**src/rtl/uart_irq_sleep_ctl.sv**
```systemverilog
module uart_irq_sleep_ctl (
  input  logic       clk,
  input  logic       rst_n,
  input  logic [4:0] ien,
  input  logic       line_err,
  input  logic       rx_ready,
  input  logic       rx_timeout,
  input  logic       tx_empty_evt,
  input  logic       cts_in,
  input  logic       isr_rd,
  input  logic       msr_rd,
  input  logic       tx_idle,
  input  logic       rx_empty,
  output logic       irq,
  output logic [3:0] isr_code,
  output logic       cts_delta,
  output logic       sleep
);

  localparam logic [3:0] CODE_NONE  = 4'b0001;
  localparam logic [3:0] CODE_LINE  = 4'b0110;
  localparam logic [3:0] CODE_RXD   = 4'b0100;
  localparam logic [3:0] CODE_RXTO  = 4'b1100;
  localparam logic [3:0] CODE_TXE   = 4'b0010;
  localparam logic [3:0] CODE_MODEM = 4'b0000;

  logic tx_pend;
  logic cts_prev;

  wire act_line  = ien[2] & line_err;
  wire act_rx    = ien[0] & (rx_ready | rx_timeout);
  wire act_tx    = ien[1] & tx_pend;
  wire act_modem = ien[3] & cts_delta;

  assign irq = act_line | act_rx | act_tx | act_modem;

  always_comb begin
    if (act_line)       isr_code = CODE_LINE;
    else if (act_rx)    isr_code = rx_timeout ? CODE_RXTO : CODE_RXD;
    else if (act_tx)    isr_code = CODE_TXE;
    else if (act_modem) isr_code = CODE_MODEM;
    else                isr_code = CODE_NONE;
  end

  wire tx_ack = isr_rd & (isr_code == CODE_TXE);

  always_ff @(posedge clk) cts_prev <= cts_in;

  always_ff @(posedge clk or negedge rst_n) begin
    if (!rst_n) begin
      tx_pend   <= 1'b0;
      cts_delta <= 1'b0;
      sleep     <= 1'b0;
    end else begin
      if (tx_empty_evt) tx_pend <= 1'b1;
      else if (tx_ack)  tx_pend <= 1'b0;
      if (cts_in != cts_prev) cts_delta <= 1'b1;
      else if (msr_rd)        cts_delta <= 1'b0;
      sleep <= ien[4] & (sleep | (~irq & tx_idle & rx_empty));
    end
  end

endmodule

```
**config.mk**
```make
export PLATFORM = sky130hd
export DESIGN_NAME = uart_irq_sleep_ctl
export DESIGN_NICKNAME = d
export VERILOG_FILES = /design/src/rtl/uart_irq_sleep_ctl.sv
export SDC_FILE = /design/constraint.sdc
export NUM_CORES = 1
export LEC_CHECK = 0
export BUFFER_PORTS_ARGS = -buffer_cell sky130_fd_sc_hd__buf_4
export CAP_MARGIN = 20
export CELL_PAD_IN_SITES_DETAIL_PLACEMENT = 2
export CELL_PAD_IN_SITES_GLOBAL_PLACEMENT = 2
export CORE_MARGIN = 2
export CORE_UTILIZATION = 13
export DETAILED_ROUTE_END_ITERATION = 8
export PLACE_DENSITY_LB_ADDON = 0.1
export REMOVE_ABC_BUFFERS = 1
export SLEW_MARGIN = 20
export SYNTH_ARGS = -nofsm -noshare
export SYNTH_HDL_FRONTEND = slang
export SYNTH_SLANG_ARGS = --single-unit
```
**constraint.sdc**
```tcl
create_clock -name clk -period 1.1 [get_ports clk]
set_clock_uncertainty 0.1 [all_clocks]
set_input_delay 0.165 -clock clk [delete_from_list [all_inputs] [get_ports clk]]
set_output_delay 0.165 -clock clk [all_outputs]
set_load 0.1 [all_outputs]
```
==> results by group, run 1 <==
Synthesis
  • Top post-synthesis cells by count: sky130_fd_sc_hd__dfrtp_1 (3), sky130_fd_sc_hd__nand2_1 (3), sky130_fd_sc_hd__o21ai_0 (2)
  • Synth top area cells: sky130_fd_sc_hd__dfrtp_1 (34%), sky130_fd_sc_hd__dfxtp_1 (9.0%), sky130_fd_sc_hd__o41ai_2 (7.3%), sky130_fd_sc_hd__o21a_4 (6.7%), sky130_fd_sc_hd__nand2_1 (5.1%)
  • Top cell type by total area after synthesis: sky130_fd_sc_hd__dfrtp_1
  • Share of the synthesized area in the top cell type: 0.3371
  • Post-Syn Area: 222.7 µm²
  • Post-synth EDFFs: 0
  • Share of synthesized area occupied by flip-flops and latches: 0.4270
  • Proportion of register bits with asynchronous set or reset after synthesis: 0.7500
  • Number of warnings issued by yosys: 0
  • Count of distinct cell types in the synthesized netlist: 17
  • Mapped Avg Cell Area: 10.12 µm²
  • Synth Flop Type: sky130_fd_sc_hd__dfrtp_1
  • Yosys reg bits: 4
  • Cells after Synth: 22

Outcome
  • Violations in the final reports: setup timing
  • Outcome: finished, violations left

Floorplan
  • Die ar.: 0.002060 mm²
  • Die H: 45.39 µm
  • Effective utilization at floorplan: 0.1429
  • Number of placed I/O pins: 23
  • Overall die width: 45.39 µm
  • Placeable Area: 0.001559 mm²
  • Row count: 14

Timing
  • Final number of hold-violating endpoints: 0
  • Setup tns final: -1895 ps
  • Final worst path period share: 1.472
  • Max Freq: 0.6178 GHz
  • RSZ-0062 raised after global routing: true
  • Total setup violations reported at the end of the flow: 6
  • Slew headroom: 0.8531
  • Min setup slack post-route: -518.7 ps
  • Max-slew violation total from the final report: 0
  • Min Hold Slack: 16.47 ps
  • Final worst path period need: 1619 ps
  • Pin slew with the least headroom to its limit: 219.7 ps

Power and ir drop
  • Clk network pwr share: 0.262
  • Pleak: 0.3363 nW
  • Overall power: 801.6 µW
  • Net Sw Power: 312.5 µW
  • Proportion of total power due to net switching: 0.3899
  • Power per cell area: 1150 mW/mm²
  • Internal power: 489.0 µW
  • Fraction of power consumed by sequential logic: 0.204
  • Maximum VDD drop: 0.5578 mV
  • Proportion of power drawn by combinational gates: 0.534

GRT
  • Vias in the first global route: 383
  • Number of antenna violations at the first check in global routing: 0
  • Total gr overflow: 0
  • GRT Total Usage: 0.1285
  • Wire length of the first global-routing pass: 1.787 mm
  • Pin count of the biggest net entering global routing: 7

Setup path
  • Capturing element of the worst setup path: irq
  • Reg2reg path depth: 5
  • Setup slack of the most critical reg-to-reg path: -290 ps
  • Maximum fanout encountered on the critical timing path: 2
  • FF-to-FF Start: cts_delta
  • Kind of start point of the critical path: flop
  • Critical path data required time: 830 ps
  • Crit path launch: cts_delta
  • Endpoint of the most critical register-to-register path: sleep
  • Category of the most critical setup path: flop to primary output
  • Critical path arrival: 1350 ps
  • Critical Path Sink Type: primary output

CTS
  • Total clock sinks: 4
  • TritonCTS Buffers: 3
  • Number of H-tree levels: 1
  • Clock latency of the later-clocked register in the worst-skew pair: 230 ps
  • Root buffer selected by CTS: sky130_fd_sc_hd__clkbuf_4
  • Number of buffers between clock root and the deepest sink: 2
  • Clock-pin transition on the worst setup and hold timing paths: 40 ps
  • CTS tree: done

Min path
  • Type of the most critical hold path: input pin to flop

Layout
  • Non-filler cells in the finished layout: 79
  • Post-route design area: 696.9 µm²
  • Flip-flop and latch area: 95.09 µm²
  • Area growth, synth to finish: 212.9%
  • Core Util, Final: 0.4470
  • Multi-input logic area: 173.9 µm²
  • Layout cells sized above 1: 0.7460
  • Antenna diode count: 0
  • Number of nets in the finished design: 80
  • Filler cell count in the final layout: 169

Route
  • Overall via count from detail_route: 344
  • Antenna-violating nets left: 0
  • Final wirelength: 1.186 mm
  • Routed wirelength normalized by instance count: 15.01 µm
  • Vias per cell: 4.354
  • Detailed Routing Iterations Pass 1: 4
  • Starting DRT DRC Count: 1
  • DRC viols: 0

Place
  • Number of placed instances with taps included: 68
  • Routability cong.: 0.6268
  • Post-DP Area: 467.9 µm²
  • DP Wirelength: 844.5 µm
  • Number of input and output port buffers inserted: 22
  • Worst setup slack before clock tree synthesis: -328.8 ps

Run
  • Max-capacitance violation count: 0
routing by layer:
layer	routed length (µm)	part of all wire	GRT usage	vias up
li1	-	-	-	163
met1	321	0.27	0.1024	163
met2	792	0.67	0.2732	18
met3	72	0.061	0.04762	0
met4	0	0	0.03529	0
met5	0	0	0	-
sequential cells by signal, summed over array words and instances, names as in the netlist:
signal / count
cts_prev: 1
cts_delta: 1
sleep: 1
tx_pend: 1
power groups by stage:
stage | combinational, mW | sequential, mW | clock [mW]
after floorplan | 0.145 | 0.205 | 0
after global placement | 0.299 | 0.163 | 0
after CTS | 0.373 | 0.163 | 0.221
final | 0.428 | 0.164 | 0.210
after global routing | 0.445 | 0.165 | 0.241
after detailed placement | 0.307 | 0.165 | 0
timing repair:
action,in CTS,in global routing
pin swaps,1,1
endpoints found under the setup margin,7,8
hold buffers,2,0
endpoints found under the hold margin,4,0
gates resized for setup,17,18
buffers inserted,3,4
cloned,0,0
critical path, stage by stage (launching register included):
cell and delay, ps:
sky130_fd_sc_hd__dfrtp_1 380, sky130_fd_sc_hd__a22o_1 230, sky130_fd_sc_hd__or3_4 340, sky130_fd_sc_hd__buf_12 170
final cells by class:
type                            instances  area share
Timing Repair Buffer                   37      0.5422
Multi-Input combinational cell         17      0.2496
Sequential cell                         4      0.1364
Clock buffer                            4     0.03770
Tap cell                               16     0.02873
Inverter                                1    0.005386
worst min-delay path by stage:
| stage | start | endpoint | depth (start not counted) |
|---|---|---|---|
| after global routing | msr_rd | cts_delta | 2 |
| after global placement | rst_n | sleep | 1 |
| after CTS | msr_rd | cts_delta | 2 |
| after detailed placement | rst_n | sleep | 1 |
| after floorplan | rst_n | cts_delta | 0 |
| final | msr_rd | cts_delta | 2 |
logic make-up after synthesis:
family	count (synthesis)	synth area share
and+or+nand+nor	10	0.2472
AOI/OAI and AO/OA	6	0.2697
DFF	4	0.4270
xor gates and xnor gates	1	0.03933
buffers and inverters	1	0.01684
cells in the final DEF (no fill, tap or decap):
cell	Yosys	final
sky130_fd_sc_hd__buf_4	0	26
sky130_fd_sc_hd__buf_12	0	7
sky130_fd_sc_hd__clkbuf_4	0	3
sky130_fd_sc_hd__dfrtp_1	3	3
sky130_fd_sc_hd__nand2_1	3	2
sky130_fd_sc_hd__dlygate4sd3_1	0	2
sky130_fd_sc_hd__buf_6	0	2
sky130_fd_sc_hd__o21a_4	1	1
sky130_fd_sc_hd__nand2_4	0	1
sky130_fd_sc_hd__o21ai_4	0	1
sky130_fd_sc_hd__and2_2	0	1
sky130_fd_sc_hd__a22o_1	1	1
sky130_fd_sc_hd__nor3_4	0	1
sky130_fd_sc_hd__or2_4	0	1
sky130_fd_sc_hd__and3_2	1	1
sky130_fd_sc_hd__or3_4	0	1
sky130_fd_sc_hd__nand3_1	1	1
sky130_fd_sc_hd__o41ai_4	0	1
sky130_fd_sc_hd__inv_1	1	1
sky130_fd_sc_hd__xnor2_1	1	1
sky130_fd_sc_hd__o21ai_0	2	1
sky130_fd_sc_hd__nand3b_1	1	1
sky130_fd_sc_hd__o32a_1	1	1
sky130_fd_sc_hd__clkbuf_1	0	1
sky130_fd_sc_hd__dfxtp_1	1	1
Power figures use the tool's default switching activity.
==> inputs of run 2 (changes only) <==
Settings changed: BUFFER_PORTS_ARGS -buffer_cell sky130_fd_sc_hd__buf_4 to -buffer_cell sky130_fd_sc_hd__buf_2.
==> run 2 against run 1 <==
Compared with the run above: the run ends with hold timing, setup timing left; first-iteration DRC count decreased by 100%; fmax decreased by 1.5%; total power decreased by 7.2%; cell count shrank 6.3%; sequential share of layout area rose by 2.2 points; worst setup slack worse by 25 ps; die area is the same; count of clock-buffer cells in the layout is the same; non-clock buffer count down 5; worst hold slack worse by 22 ps; critical path type unchanged; largest cell class unchanged.
==> results by group, run 2 (same netlist as run 1, synthesis figures left out) <==
Power and ir drop
  • Fraction of power consumed by sequential logic: 0.219 (+0.015)
  • Internal power: 456.8 µW (-6.6%)
  • Proportion of power drawn by combinational gates: 0.512 (-0.022)
  • Overall power: 744.2 µW (-7.2%)
  • Proportion of total power due to net switching: 0.3861 (-0.003809)
  • Power per cell area: 1236 mW/mm² (+7.5%)
  • Net Sw Power: 287.3 µW (-8.1%)
  • Maximum VDD drop: 0.4495 mV (-19%)
  • Clk network pwr share: 0.270 (+0.008)
  • Pleak: 0.2948 nW (-12%)

Layout
  • Number of nets in the finished design: 75 (-6.3%)
  • Filler cell count in the final layout: 170 (+0.59%)
  • Antenna diode count: 0 (unchanged)
  • Layout cells sized above 1: 0.6724 (-0.07362)
  • Core Util, Final: 0.3860 (-0.06099)
  • Most common cell after layout, fill and taps aside: sky130_fd_sc_hd__buf_2
  • Post-route design area: 601.8 µm² (-14%)
  • Leading cell types in the layout, fill and taps excluded: sky130_fd_sc_hd__buf_2 (13), sky130_fd_sc_hd__buf_6 (6), sky130_fd_sc_hd__buf_12 (6)
  • Area growth, synth to finish: 170.2%

Place
  • Routability cong.: 0.6895 (+10%)
  • Post-DP Area: 480.5 µm² (+2.7%)
  • Worst setup slack before clock tree synthesis: -360.3 ps (-31.45 ps)
  • Number of input and output port buffers inserted: 22 (unchanged)
  • DP Wirelength: 775.6 µm (-8.2%)

GRT
  • Total gr overflow: 0 (unchanged)
  • Pin count of the biggest net entering global routing: 5 (-2)
  • Vias in the first global route: 384 (+0.26%)
  • Number of antenna violations at the first check in global routing: 0 (unchanged)
  • GRT Total Usage: 0.09886 (-0.02962)
  • Wire length of the first global-routing pass: 1.442 mm (-19%)

Run
  • Max-capacitance violation count: 0 (unchanged)

Setup path
  • Maximum fanout encountered on the critical timing path: 2 (unchanged)
  • Highest cell delay on the worst timing path: 370 ps (about the same)
  • Critical Path Sink Type: primary output
  • Crit-path leading delay family: flip-flops
  • Critical path data required time: 830 ps (about the same)
  • Max stage delay cell, worst path: sky130_fd_sc_hd__dfrtp_1
  • Crit path buf inv count: 1 (unchanged)
  • Kind of start point of the critical path: flop
  • Critical path arrival: 1380 ps (+30 ps)
  • Category of the most critical setup path: flop to primary output
  • Cell-by-cell trace of the critical path: a22o_1, or3_1, buf_6

Floorplan
  • Die H: 45.39 µm (unchanged)
  • Number of placed I/O pins: 23 (unchanged)
  • Overall die width: 45.39 µm (unchanged)
  • Placeable Area: 0.001559 mm² (unchanged)
  • Effective utilization at floorplan: 0.1429 (unchanged)
  • Die ar.: 0.002060 mm² (unchanged)
  • Row count: 14 (unchanged)

Route
  • Vias per cell: 4.365 (+0.24%)
  • Antenna-violating nets left: 0 (unchanged)
  • Routed wirelength normalized by instance count: 12.36 µm (-18%)
  • Routed wl met2: 548 µm (-31%)
  • Routed metal-1 wirelength: 302 µm (-5.9%)
  • DRC viols: 0 (unchanged)
  • Detailed Routing Iterations Pass 1: 1 (-3)
  • DR WL met3: 64 µm (-11%)
  • Top Layer Used: met3
  • Overall via count from detail_route: 323 (-6.1%)
  • Final wirelength: 915 µm (-23%)
  • Starting DRT DRC Count: 0 (-1)

Timing
  • Final worst path period need: 1644 ps (+25.25 ps)
  • Min Hold Slack: -5.632 ps (-22.10 ps)
  • Setup tns final: -1682 ps (+213.2 ps)
  • RSZ-0062 raised after global routing: true
  • Pin slew with the least headroom to its limit: 237.5 ps (+17.87 ps)
  • Max Freq: 0.6083 GHz (-1.5%)
  • Final number of hold-violating endpoints: 1 (+1)
  • Max-slew violation total from the final report: 0 (unchanged)
  • Final worst path period share: 1.494 (+0.02295)
  • Min setup slack post-route: -543.9 ps (-25.25 ps)
  • Slew headroom: 0.8411 (-0.01195)
  • Total setup violations reported at the end of the flow: 6 (unchanged)

CTS
  • CTS tree: done
  • TritonCTS Buffers: 3 (unchanged)
  • Number of H-tree levels: 1 (unchanged)
  • Number of buffers between clock root and the deepest sink: 2 (unchanged)
  • Clock-pin transition on the worst setup and hold timing paths: 40 ps (about the same)
  • Total clock sinks: 4 (unchanged)
  • Root buffer selected by CTS: sky130_fd_sc_hd__clkbuf_4
  • Clock latency of the later-clocked register in the worst-skew pair: 240 ps (about the same)

Min path
  • Type of the most critical hold path: input pin to flop

Outcome
  • Outcome: finished, violations left
  • Violations in the final reports: hold timing, setup timing
## run 2: changes by cell type in the layout (fill, tap and decap cells not counted), sizes merged
| cell | change |
|---|---|
| buf | -5 |
## run 2: layout make-up
| class | count | area [µm²] | share of cell area |
|---|---|---|---|
| Sequential cell | 4 | 95.09 | 0.1580 |
| Clock buffer | 4 | 26.28 | 0.04366 |
| Multi-Input combinational cell | 17 | 146.4 | 0.2432 |
| Tap cell | 16 | 20.02 | 0.03326 |
| Timing Repair Buffer | 32 | 310.3 | 0.5156 |
| Inverter | 1 | 3.754 | 0.006237 |
## run 2: power groups by stage
| stage | Sequential [mW] | Combinational, mW | Clock, mW |
|---|---|---|---|
| finish | 0.163 | 0.381 | 0.201 |
| global route | 0.164 | 0.400 | 0.217 |
| CTS | 0.163 | 0.367 | 0.213 |
| detailed placement | 0.165 | 0.330 | 0 |
| global placement | 0.164 | 0.324 | 0 |
| floorplan | 0.205 | 0.145 | 0 |
## run 2: path summary, 6_finish.rpt
check | startpoint | end | slack [ps] | cells past startpoint
worst max-delay path | cts_delta | irq | -540 | 3
worst min-delay path | msr_rd | cts_delta | -6 | 2
worst max register to register | cts_delta | sleep | -40 | 3
worst min register to register | cts_prev | cts_delta | 380 | 2
max in group asynchronous | rst_n | tx_pend | 630 | 2
min in group asynchronous | rst_n | cts_delta | 160 | 2
## run 2: routing by layer
layer | vias up | global-route usage
li1 | 152 | -
met1 | 155 | 0.09466
met2 | 16 | 0.1859
met3 | 0 | 0.01587
met4 | 0 | 0.07059
met5 | - | 0
## run 2: what timing repair did
item / 4_1_cts / 5_1_grt
hold buffers: 2 / 0
endpoints found under the hold margin: 4 / 0
pin swaps: 2 / 1
setup endpoints to repair: 7 / 7
gates cloned: 0 / 0
buffers inserted: 1 / 1
gates resized for setup: 13 / 4
## run 2: stage by stage
step	cells	hold slack [ps]
after floorplan	22	-230.6
after global placement	67	-136.7
after detailed placement	67	-134.0
after CTS	73	2.126
after global routing	74	1.758
final	74	-5.632
